`config.mk`:
```
export PLATFORM = sky130hd
export DESIGN_NAME = errlog_top
export DESIGN_NICKNAME = d
export VERILOG_FILES = /design/src/rtl/errlog_pkg.sv /design/src/rtl/errlog_kind_trk.sv /design/src/rtl/errlog_page_cap.sv /design/src/rtl/errlog_top.sv
export SDC_FILE = /design/constraint.sdc
export NUM_CORES = 1
export LEC_CHECK = 0
export BUFFER_PORTS_ARGS = -buffer_cell sky130_fd_sc_hd__buf_2
export CAP_MARGIN = 10
export CORE_MARGIN = 2
export CORE_UTILIZATION = 38
export CTS_BUF_LIST = sky130_fd_sc_hd__clkbuf_8
export CTS_CLUSTER_DIAMETER = 150
export DETAILED_ROUTE_END_ITERATION = 10
export PLACE_DENSITY = 0.81
export REMOVE_ABC_BUFFERS = 1
export SETUP_SLACK_MARGIN = 0.05
export SLEW_MARGIN = 20
export SYNTH_ARGS = -nofsm -noshare
export SYNTH_HDL_FRONTEND = slang
export SYNTH_SLANG_ARGS = --single-unit
```
`constraint.sdc`:
```
create_clock -name clk -period 1.3 [get_ports clk]
set_clock_uncertainty 0.1 [all_clocks]
set_input_delay 0.195 -clock clk [delete_from_list [all_inputs] [get_ports clk]]
set_output_delay 0.195 -clock clk [all_outputs]
set_load 0.005 [all_outputs]
```
`src/rtl/errlog_pkg.sv`:
```
package errlog_pkg;

    localparam int ADDR_W   = 32;
    localparam int PAGE_LSB = 12;
    localparam int PAGE_W   = ADDR_W - PAGE_LSB;
    localparam int ROW_W    = 3;
    localparam int DATA_W   = 32;
    localparam int NKIND    = 2;
    localparam int KIND_SB  = 0;
    localparam int KIND_MB  = 1;

    // status layout: per kind one flag followed by its row field
    localparam int ST_SB_FLAG = 0;
    localparam int ST_MB_FLAG = ROW_W + 1;
    localparam int ST_USED    = 2 * (ROW_W + 1);

    typedef enum logic [1:0] {
        SEL_PAGE = 2'd0,
        SEL_STAT = 2'd1,
        SEL_CMD  = 2'd2,
        SEL_NONE = 2'd3
    } reg_sel_e;

    typedef struct packed {
        logic             hit;
        logic [PAGE_W-1:0] page;
        logic [ROW_W-1:0]  row;
    } err_evt_t;

    typedef struct packed {
        logic             flag;
        logic [ROW_W-1:0] row;
    } kind_state_t;

    function automatic logic [DATA_W-1:0] pack_status(kind_state_t sb, kind_state_t mb);
        logic [DATA_W-1:0] v;
        v = '0;
        v[ST_SB_FLAG]                    = sb.flag;
        v[ST_SB_FLAG+1 +: ROW_W]         = sb.row;
        v[ST_MB_FLAG]                    = mb.flag;
        v[ST_MB_FLAG+1 +: ROW_W]         = mb.row;
        return v;
    endfunction

endpackage

```
`src/rtl/errlog_kind_trk.sv`:
```
module errlog_kind_trk
    import errlog_pkg::*;
(
    input  logic        clk,
    input  logic        rst,
    input  err_evt_t    evt_i,
    input  logic        clr_i,
    output kind_state_t state_o
);

    kind_state_t st_q;

    always_ff @(posedge clk) begin
        if (rst) begin
            st_q <= '0;
        end else begin
            if (evt_i.hit && !st_q.flag)
                st_q.row <= evt_i.row;
            st_q.flag <= (st_q.flag && !clr_i) || evt_i.hit;
        end
    end

    assign state_o = st_q;


    flag_sticky_chk: assert property (@(posedge clk) disable iff (rst)
        (st_q.flag && !clr_i) |=> st_q.flag);


    evt_sets_flag_chk: assert property (@(posedge clk) disable iff (rst)
        evt_i.hit |=> st_q.flag);


    row_hold_chk: assert property (@(posedge clk) disable iff (rst)
        st_q.flag |=> $stable(st_q.row));

endmodule

```
`src/rtl/errlog_page_cap.sv`:
```
module errlog_page_cap
    import errlog_pkg::*;
(
    input  logic              clk,
    input  logic              rst,
    input  err_evt_t          sb_evt_i,
    input  err_evt_t          mb_evt_i,
    input  logic              clr_sb_i,
    input  logic              clr_mb_i,
    output logic [PAGE_W-1:0] page_o,
    output logic              sb_flag_o,
    output logic              mb_flag_o
);

    logic [PAGE_W-1:0] page_q;
    logic              sbf_q, mbf_q;
    logic              frozen, load;

    assign frozen = sbf_q || mbf_q;
    assign load   = (sb_evt_i.hit || mb_evt_i.hit) && !frozen;

    always_ff @(posedge clk) begin
        if (rst) begin
            page_q <= '0;
            sbf_q  <= 1'b0;
            mbf_q  <= 1'b0;
        end else begin
            if (load)
                page_q <= mb_evt_i.hit ? mb_evt_i.page : sb_evt_i.page;
            sbf_q <= (sbf_q && !clr_sb_i) || sb_evt_i.hit;
            mbf_q <= (mbf_q && !clr_mb_i) || mb_evt_i.hit;
        end
    end

    assign page_o    = page_q;
    assign sb_flag_o = sbf_q;
    assign mb_flag_o = mbf_q;


    page_frozen_chk: assert property (@(posedge clk) disable iff (rst)
        (sbf_q || mbf_q) |=> $stable(page_q));


    mb_priority_chk: assert property (@(posedge clk) disable iff (rst)
        (!sbf_q && !mbf_q && mb_evt_i.hit) |=> (page_q == $past(mb_evt_i.page)));


    flags_set_chk: assert property (@(posedge clk) disable iff (rst)
        (sb_evt_i.hit && mb_evt_i.hit) |=> (sbf_q && mbf_q));

endmodule

```
`src/rtl/errlog_top.sv`:
```
module errlog_top
    import errlog_pkg::*;
(
    input  logic              clk,
    input  logic              rst,
    input  logic              sb_evt_i,
    input  logic [PAGE_W-1:0] sb_page_i,
    input  logic [ROW_W-1:0]  sb_row_i,
    input  logic              mb_evt_i,
    input  logic [PAGE_W-1:0] mb_page_i,
    input  logic [ROW_W-1:0]  mb_row_i,
    input  logic [1:0]        bus_sel_i,
    input  logic              bus_we_i,
    input  logic [DATA_W-1:0] bus_wdata_i,
    output logic [DATA_W-1:0] bus_rdata_o,
    output logic              serr_o
);

    reg_sel_e          sel;
    err_evt_t          evt    [NKIND];
    logic              st_clr [NKIND];
    kind_state_t       st     [NKIND];
    logic [PAGE_W-1:0] page;
    logic              pg_sb, pg_mb;
    logic [NKIND-1:0]  cmd_q;
    logic              wr_page, wr_stat, wr_cmd;
    logic              unused_wdata;

    assign sel     = reg_sel_e'(bus_sel_i);
    assign wr_page = bus_we_i && (sel == SEL_PAGE);
    assign wr_stat = bus_we_i && (sel == SEL_STAT);
    assign wr_cmd  = bus_we_i && (sel == SEL_CMD);
    assign unused_wdata = ^{bus_wdata_i[DATA_W-1:ST_USED]};

    assign evt[KIND_SB] = '{hit: sb_evt_i, page: sb_page_i, row: sb_row_i};
    assign evt[KIND_MB] = '{hit: mb_evt_i, page: mb_page_i, row: mb_row_i};
    assign st_clr[KIND_SB] = wr_stat && bus_wdata_i[ST_SB_FLAG];
    assign st_clr[KIND_MB] = wr_stat && bus_wdata_i[ST_MB_FLAG];

    for (genvar k = 0; k < NKIND; k++) begin : g_kind
        errlog_kind_trk u_trk (
            .clk     (clk),
            .rst     (rst),
            .evt_i   (evt[k]),
            .clr_i   (st_clr[k]),
            .state_o (st[k])
        );
    end

    errlog_page_cap u_page (
        .clk       (clk),
        .rst       (rst),
        .sb_evt_i  (evt[KIND_SB]),
        .mb_evt_i  (evt[KIND_MB]),
        .clr_sb_i  (wr_page && bus_wdata_i[0]),
        .clr_mb_i  (wr_page && bus_wdata_i[1]),
        .page_o    (page),
        .sb_flag_o (pg_sb),
        .mb_flag_o (pg_mb)
    );

    always_ff @(posedge clk) begin
        if (rst)
            cmd_q <= '0;
        else if (wr_cmd)
            cmd_q <= bus_wdata_i[NKIND-1:0];
    end

    always_comb begin
        bus_rdata_o = '0;
        unique case (sel)
            SEL_PAGE: bus_rdata_o = {page, {(PAGE_LSB-2){1'b0}}, pg_mb, pg_sb};
            SEL_STAT: bus_rdata_o = pack_status(st[KIND_SB], st[KIND_MB]);
            SEL_CMD:  bus_rdata_o = {{(DATA_W-NKIND){1'b0}}, cmd_q};
            SEL_NONE: bus_rdata_o = '0;
        endcase
    end

    assign serr_o = (cmd_q[KIND_SB] && st[KIND_SB].flag) ||
                    (cmd_q[KIND_MB] && st[KIND_MB].flag);


    serr_no_source_chk: assert property (@(posedge clk) disable iff (rst)
        (!st[KIND_SB].flag && !st[KIND_MB].flag) |-> !serr_o);


    cmd_hold_chk: assert property (@(posedge clk) disable iff (rst)
        !wr_cmd |=> $stable(cmd_q));


    none_reads_zero_chk: assert property (@(posedge clk) disable iff (rst)
        (sel == SEL_NONE) |-> (bus_rdata_o == '0));

endmodule

```
==> flow_summary_export.csv, run 1 <==
group,metric,value,unit
outcome,status,"complete, no violations",
global_route,grt_pass1_wl,6680,um
clock_tree,clock_tree.htree_level_count,2,
route,dr.pass1.iters,4,
setup_path,critPathMaxStageDelay,0.36,ns
setup_path,critPathRequiredTime,1.00,ns
sta,min_period_over_period,96.9,%
yosys,synth_seq_area_share,38.7,%
route,postRouteAntennaNets,0,
yosys,async_flop_share,0,%
route,drc_errors,0,
global_route,antenna_found_initial,0,
setup_path,crit_chain,"mux2i_1, o21ai_1, buf_2",
clock_tree,numCtsBuffers,5,
cells_and_area,layout_commonest_cell,"buf_2",
route,drt_wl_total,4090,um
floorplan,dieArea,4900,um2
placed_design,port_buffers,84,
cells_and_area,register_area,646,um2
floorplan,die_y,70.0,um
cells_and_area,multiInputGateArea,925,um2
sta,tns,0,ns
power_and_ir_drop,netSwitchingFraction,25.2,%
power_and_ir_drop,switchingPower,632,uW
floorplan,num_io_pins,118,
global_route,grt_max_degree,33,
route,routed_via_density,4.94,
yosys,ys_seq_elements,32,
yosys,yosys_most_used_dff,"dfxtp_1",
power_and_ir_drop,p_seq_share,44.1,%
route,wire_per_inst,12.7,um
clock_tree,clkLatencyLatePin,0.28,ns
floorplan,start_util,38.8,%
setup_path,critPathCaptureType,"output pin",
setup_path,path_class,"register to output pin",
sta,setup_viol,0,
route,routed-via-count,1595,
cells_and_area,drive_gt1_share,41.3,%
yosys,postSynthAreaPerCell,9.10,um2
placed_design,placedCellCount,313,
cells_and_area,fillers,419,
hold_path,min_from,"mb_row_i[2]",
clock_tree,clk_pin_slew,0.07,ns
global_route,overflow,0,
power_and_ir_drop,p_per_area,1090,nW/um2
sta,rsz0062_at_grt,"yes",
clock_tree,cts_setup_buffers,0,
cells_and_area,finish.utilization,53.8,%
yosys,netlist_area,1660,um2
setup_path,crit_slowest_cell,"dfxtp_2",
clock_tree,cts_tree,"yes",
cells_and_area,final_cell_mix,"buf_2, mux2i_1, dfxtp_1, and2_1, a21oi_1",
setup_path,r2r_slack,0.14,ns
placed_design,place.gp.congestion,0.808,
power_and_ir_drop,power.clock.fraction,37.2,%
yosys,synth.distinct_cells,20,
yosys,synth-edff-count,0,
setup_path,critical-path-top-delay-family,"flip-flops",
setup_path,start_kind,"register",
floorplan,rows,24,
cells_and_area,antenna_cells,0,
yosys,syn_inst,182,
cells_and_area,finish.net_count,355,
clock_tree,root_buffer,"clkbuf_8",
floorplan,die_w,70.0,um
sta,fin_crit,1.26,ns
hold_path,hold_path_class,"input port to register",
setup_path,arrival,0.97,ns
setup_path,startpoint,"g_kind[0].u_trk.state_o[3]",
run,drv_cap,0,
route,drtIter0Drc,72,
clock_tree,clockBufferDepth,2,
sta,slew_viol_final,0,
power_and_ir_drop,p_int,1880,uW
sta,hold_violations,0,
setup_path,critPathBufInv,1,
clock_tree,postCtsHoldBufs,0,
sta,timing.fmax,794,MHz
power_and_ir_drop,power,2510,uW
cells_and_area,area_growth,38.4,%
clock_tree,clock-sinks,32,
setup_path,worstPathMaxFanout,4,
global_route,grt_pass1_vias,1509,
setup_path,rr_startpoint,"g_kind[0].u_trk.state_o[3]",
placed_design,dp_hpwl,2920,um
floorplan,core,4260,um2
cells_and_area,stdcell_count,323,
global_route,grt_util_all_layers,16.8,%
placed_design,place_area,2140,um2
cells_and_area,fin_area,2290,um2
power_and_ir_drop,power_leakage,0.00114,uW
yosys,ys_warn_count,0,
power_and_ir_drop,ir_drop,0.656,mV
power_and_ir_drop,power_frac_comb,18.7,%
synth_stat cells (2+ instances only):
library cell / number / share of area [%]
dfxtp_1: 32 / 39
mux2i_1: 30 / 18
and2_1: 26 / 9.8
a21oi_1: 24 / 7.3
a211oi_1: 20 / 9.1
nor2_1: 14 / 3.2
clkbuf_1: 9 / 2.0
buf_4: 4 / 1.8
nor2b_1: 4 / 1.5
buf_2: 3 / 0.91
buf_6: 3 / 2.0
nand2_1: 2 / 0.45
nand4b_1: 2 / 1.1
nand4bb_1: 2 / 1.4
o21ai_0: 2 / 0.60
kinds of logic (layout without fill, tap and decap cells):
family                 Yosys count  in the layout  synth area share, %
other                            1              4                0.226
muxes                           30             30                 18.1
buffers and inverters           19            105                 6.80
AOI/OAI and AO/OA               47             47                 17.4
DFF                             32             32                 38.7
and+or+nand+nor                 53             53                 18.7
worst min-delay path: stages:
cell     delay, ns
buf_2         0.07
mux2i_1       0.06
nor2_1        0.07
final timing paths:
path / to / cells past startpoint
min: g_kind[1].u_trk.state_o[2] / 3
max: bus_rdata_o[0] / 3
max reg2reg: g_kind[0].u_trk.state_o[1] / 3
min reg2reg: g_kind[1].u_trk.state_o[2] / 2
repair_timing:
action / 4_1_cts / 5_1_grt
gates cloned: 0 / 2
gates resized for setup: 6 / 10
pin swaps: 1 / 1
endpoints found under the setup margin: 15 / 41
layout make-up:
type | instances | area share (%)
multi-input combinational | 134 | 40.3
sequential | 32 | 28.2
timing repair buffer | 97 | 23.8
clock buffer | 5 | 3.00
tap | 52 | 2.84
clock inverter | 3 | 1.86
metal layers:
layer / track usage [%] / up-vias / routed length [um] / share of wire (%)
met5: 0 / - / 0 / 0
met4: 5.13 / 0 / 37 / 0.90
met3: 4.76 / 6 / 281 / 6.9
met2: 28.8 / 65 / 1950 / 48
met1: 20.3 / 715 / 1820 / 45
li1: - / 809 / - / -
sequential cells by signal, summed over array words and instances, names as in the netlist:
signal,cells
u_page.mb_flag_o,1
g_kind.u_trk.state_o,8
u_page.page_o,20
cmd_q,2
u_page.sb_flag_o,1
power by group through the flow:
| stage | Sequential [uW] | Clock (uW) | Combinational, uW |
|---|---|---|---|
| 2_1_floorplan | 1110 | 0 | 228 |
| 3_3_place_gp | 1120 | 0 | 446 |
| 3_5_place_dp | 1120 | 0 | 456 |
| 4_1_cts | 1100 | 969 | 460 |
| 5_1_grt | 1120 | 991 | 528 |
| 6_report | 1100 | 933 | 470 |
stage by stage:
stage | setup WS [ns] | hold WS, ns
after CTS | 0.0279 | 0.0406
after global routing | -0.0275 | 0.0663
final | 0.0398 | 0.0484
after floorplan | -0.375 | 0.167
after detailed placement | 0.0395 | 0.345
after global placement | 0.0490 | 0.334
Note: power is estimated with default switching activity, not from simulation.
==> run 2, diff against run 1 <==
==> constraint.sdc (replaced) <==
create_clock -name clk -period 1.3 [get_ports clk]
set_clock_uncertainty 0.1 [all_clocks]
set_input_delay 0.13 -clock clk [delete_from_list [all_inputs] [get_ports clk]]
set_output_delay 0.13 -clock clk [all_outputs]
set_load 0.005 [all_outputs]
==> run 2 against run 1 <==
Global-route usage grew 0.73 points; critical path depth did not move; sequential share of layout area grew 0.30 points; die area unchanged; utilization down 0.67 points.
==> flow_summary_export.csv, run 2 (synthesized netlist as in run 1, its figures left out) <==
group,metric,value,unit
cells_and_area,drive_gt1_share,39.5,%
setup_path,arrival,0.98,ns
setup_path,path_class,"register to output pin",
power_and_ir_drop,power_leakage,0.00113,uW
floorplan,rows,24,
global_route,grt_pass1_wl,6960,um
clock_tree,clk_pin_slew,0.07,ns
global_route,grtUsageMet1,21.5,%
sta,hold_slack,0.00386,ns
global_route,busiest_layer,"met2",
cells_and_area,fillers,399,
placed_design,place.gp.congestion,0.854,
clock_tree,clock-sinks,32,
power_and_ir_drop,ir_drop,0.450,mV
setup_path,critPathRequiredTime,1.07,ns
clock_tree,clock_tree.htree_level_count,2,
floorplan,die_w,70.0,um
route,routed_via_density,4.97,
clock_tree,clockBufferDepth,2,
global_route,grt_util_all_layers,17.5,%
setup_path,critPathCaptureType,"output pin",
hold_path,min_path_cells,3,
clock_tree,numCtsBuffers,5,
cells_and_area,finish.net_count,355,
route,dr.pass1.iters,4,
clock_tree,cts_tree,"yes",
floorplan,dieArea,4900,um2
setup_path,start_kind,"register",
placed_design,port_buffers,84,
floorplan,start_util,38.8,%
placed_design,dp_hpwl,2930,um
outcome,status,"complete, no violations",
sta,timing.fmax,823,MHz
power_and_ir_drop,p_per_area,1020,nW/um2
cells_and_area,layout_commonest_cell,"buf_2",
cells_and_area,area_growth,36.6,%
sta,hold_violations,0,
route,postRouteAntennaNets,0,
sta,tns,0,ns
cells_and_area,multiInputGateArea,922,um2
clock_tree,root_buffer,"clkbuf_8",
route,drt_wl_total,4050,um
route,wire_per_inst,12.5,um
hold_path,hold_path_class,"input port to register",
cells_and_area,antenna_cells,0,
global_route,grtUsageMet2,30.1,%
global_route,antenna_found_initial,0,
sta,fin_crit,1.21,ns
sta,setup_viol,0,
floorplan,num_io_pins,118,
global_route,grt_pass1_vias,1545,
sta,slew_viol_final,0,
cells_and_area,largest_reg_flops,20,
sta,min_period_over_period,93.5,%
run,drv_cap,0,
global_route,grt_use_met3,5.05,%
route,routed-via-count,1604,
cells_and_area,final_cell_mix,"buf_2, mux2i_1, dfxtp_1, and2_1, a21oi_1",
global_route,grt_max_degree,33,
floorplan,core,4260,um2
global_route,overflow,0,
route,drtIter0Drc,56,
cells_and_area,register_area,644,um2
floorplan,die_y,70.0,um
sta,rsz0062_at_grt,"yes",
route,drc_errors,0,
clock_tree,cts_setup_buffers,0,
power_and_ir_drop,power,2310,uW
setup_path,rr_worst_depth,3,
clock_tree,clkLatencyLatePin,0.28,ns
setup_path,worstPathMaxFanout,4,
## run 2: critical path: stages, from the launching register on
cell	delay, ns
dfxtp_2	0.34
mux2i_1	0.16
o21ai_1	0.07
buf_2	0.12
## run 2: layout make-up
type | count | share of cell area, %
well taps | 52 | 2.87
clock buffers | 5 | 3.04
multi-input cells | 134 | 40.7
flip-flops and latches | 32 | 28.5
repair buffers | 97 | 24.0
clock inverters | 3 | 0.829
## run 2: repair_timing
action	CTS	global route
resized for setup	1	7
hold buffers	4	0
hold endpoints to repair	4	0
setup endpoints to repair	1	17
## run 2: final timing paths
path                                      to  slack, ns                  startpoint
setup / recovery              bus_rdata_o[0]       0.09  g_kind[0].u_trk.state_o[3]
hold / removal    g_kind[1].u_trk.state_o[2]      0.004                 mb_row_i[2]
setup reg to reg  g_kind[0].u_trk.state_o[0]       0.11  g_kind[0].u_trk.state_o[3]
hold reg to reg   g_kind[1].u_trk.state_o[0]       0.39  g_kind[1].u_trk.state_o[0]
## run 2: stage by stage
step           worst slack [ns]  utilization (%)  instances  cell area [um2]
6_report                 0.0850             53.1        323             2260
5_1_grt                 0.00337             53.1        323             2260
4_1_cts                  0.0562             52.8        323             2250
3_5_place_dp             0.0812             49.7        311             2120
3_3_place_gp             0.0899             49.7        311             2120
2_1_floorplan            -0.375                -        166             1560
## run 2: where the power goes
part | internal, uW | switching, uW
combinational | 240 | 226
clock | 372 | 364
sequential | 1070 | 40.6
## run 2: metal layers
layer  vias to the layer above  routed length, um
met5                         -                  0
met1                       717               1850
met3                         6                304
met4                         0                 44
li1                        810                  -
met2                        71               1860
==> run 3, diff against run 2 <==
- CORE_UTILIZATION: 38 -> 37
- CTS_BUF_LIST: sky130_fd_sc_hd__clkbuf_8 -> default
- PLACE_DENSITY: 0.81 -> 0.8
==> run 3 against run 2 <==
Total power is 8.8% higher; combinational power up 1%; largest cell class unchanged; setup slack improved by 0.015 ns; worst hold slack improved by 0.0018 ns; sequential power hardly changed; largest power group unchanged; critical path depth did not move; first-iteration DRC count is 36% lower; via count fell by 0.87%; cell count is 1.2% higher.
==> flow_summary_export.csv, run 3 (synthesized netlist as in run 1, its figures left out) <==
group,metric,value,unit
floorplan,start_util,38.3,%
setup_path,worstPathMaxFanout,4,
clock_tree,root_buffer,"clkbuf_8",
setup_path,rr_worst_depth,3,
sta,setup_viol,0,
sta,tns,0,ns
cells_and_area,fin_area,2330,um2
setup_path,rr_endpoint,"u_page.page_o[6]",
sta,hold_slack,0.00566,ns
cells_and_area,antenna_cells,0,
global_route,overflow,0,
floorplan,dieArea,5030,um2
cells_and_area,finish.net_count,359,
sta,rsz0062_at_grt,"yes",
placed_design,place.gp.congestion,0.839,
setup_path,path_class,"register to output pin",
clock_tree,cts_tree,"yes",
hold_path,hold_path_class,"input port to register",
sta,slew_viol_final,0,
placed_design,place_area,2130,um2
floorplan,die_w,70.9,um
clock_tree,clkLatencyLatePin,0.28,ns
route,routed_via_density,4.86,
run,drv_cap,0,
clock_tree,clock-sinks,32,
setup_path,start_kind,"register",
power_and_ir_drop,power_leakage,0.00115,uW
power_and_ir_drop,p_per_area,1080,nW/um2
setup_path,r2r_slack,0.12,ns
placed_design,port_buffers,84,
cells_and_area,largest_reg_flops,20,
setup_path,critPathCaptureType,"output pin",
sta,hold_violations,0,
route,wire_per_inst,12.2,um
clock_tree,clockBufferDepth,2,
placed_design,dp_hpwl,2870,um
power_and_ir_drop,ir_drop,0.579,mV
global_route,antenna_found_initial,0,
sta,timing.fmax,834,MHz
global_route,grt_pass1_vias,1425,
clock_tree,cts_setup_buffers,0,
clock_tree,clk_pin_slew,0.07,ns
sta,fin_crit,1.20,ns
floorplan,core,4320,um2
floorplan,rows,24,
global_route,grt_util_all_layers,16.0,%
route,drc_errors,0,
hold_path,min_from,"sb_evt_i",
clock_tree,numCtsBuffers,5,
floorplan,die_y,70.9,um
route,postRouteAntennaNets,0,
cells_and_area,final_cell_mix,"buf_2, mux2i_1, dfxtp_1, and2_1, a21oi_1",
route,drtIter0Drc,36,
floorplan,num_io_pins,118,
sta,min_period_over_period,92.3,%
global_route,grt_pass1_wl,6520,um
hold_path,hold_path_end,"g_kind[0].u_trk.state_o[3]",
setup_path,arrival,0.97,ns
cells_and_area,area_growth,40.4,%
cells_and_area,layout_commonest_cell,"buf_2",
outcome,status,"complete, no violations",
cells_and_area,drive_gt1_share,39.6,%
route,drt_wl_total,3980,um
hold_path,min_path_cells,3,
global_route,grt_max_degree,23,
setup_path,critPathRequiredTime,1.07,ns
clock_tree,clock_tree.htree_level_count,2,
route,dr.pass1.iters,4,
route,routed-via-count,1590,
setup_path,rr_startpoint,"u_page.sb_flag_o",
-- run 3: cell type report --
cell class	instances	area, um2
Tap cell	52	65.1
Clock buffer	5	68.8
Clock inverter	3	42.5
Sequential cell	32	644
Timing Repair Buffer	101	578
Fill cell	415	2000
Multi-Input combinational cell	134	927
-- run 3: worst max-delay path, stage by stage (launching register included) --
cell     delay (ns)
dfxtp_2        0.36
mux2i_1        0.08
o21ai_1        0.13
buf_2          0.13
-- run 3: per-layer routing --
metal / share of wire, % / global-route usage, %
met5: 0 / 0
met4: 1.3 / 4.19
met3: 6.9 / 4.84
met2: 47 / 26.5
met1: 45 / 20.3
-- run 3: how the worst max path moves through the flow --
stage | start | endpoint | slack (ns) | cells after the start
global placement | mb_evt_i | u_page.page_o[13] | 0.13 | 5
finish | g_kind[0].u_trk.state_o[3] | bus_rdata_o[0] | 0.10 | 3
global route | g_kind[0].u_trk.state_o[3] | bus_rdata_o[0] | -0.005 | 3
floorplan | u_page.sb_flag_o | u_page.page_o[0] | -0.38 | 3
detailed placement | mb_evt_i | u_page.page_o[6] | 0.08 | 4
CTS | u_page.mb_flag_o | bus_rdata_o[1] | 0.07 | 3
-- run 3: metrics by stage --
stage	setup WS, ns	util [%]	total power (uW)	cells
after floorplan	-0.375	-	1340	166
after global placement	0.127	49.3	1570	312
after detailed placement	0.0849	49.3	1580	312
after CTS	0.0706	53.5	2540	327
after global routing	-0.00452	53.8	2660	327
final	0.100	53.8	2510	327
-- run 3: repair_timing --
action                                 in CTS  in global routing
gates resized for setup                     3                  3
setup endpoints to repair                   1                  5
hold buffers                                7                  0
endpoints found under the hold margin       7                  0
-- run 3: power breakdown --
group          leakage, uW  internal, uW  switching (uW)  total [uW]
clock network    0.0000541           566             367         933
logic             0.000830           249             224         472
registers         0.000265          1070            41.1        1110
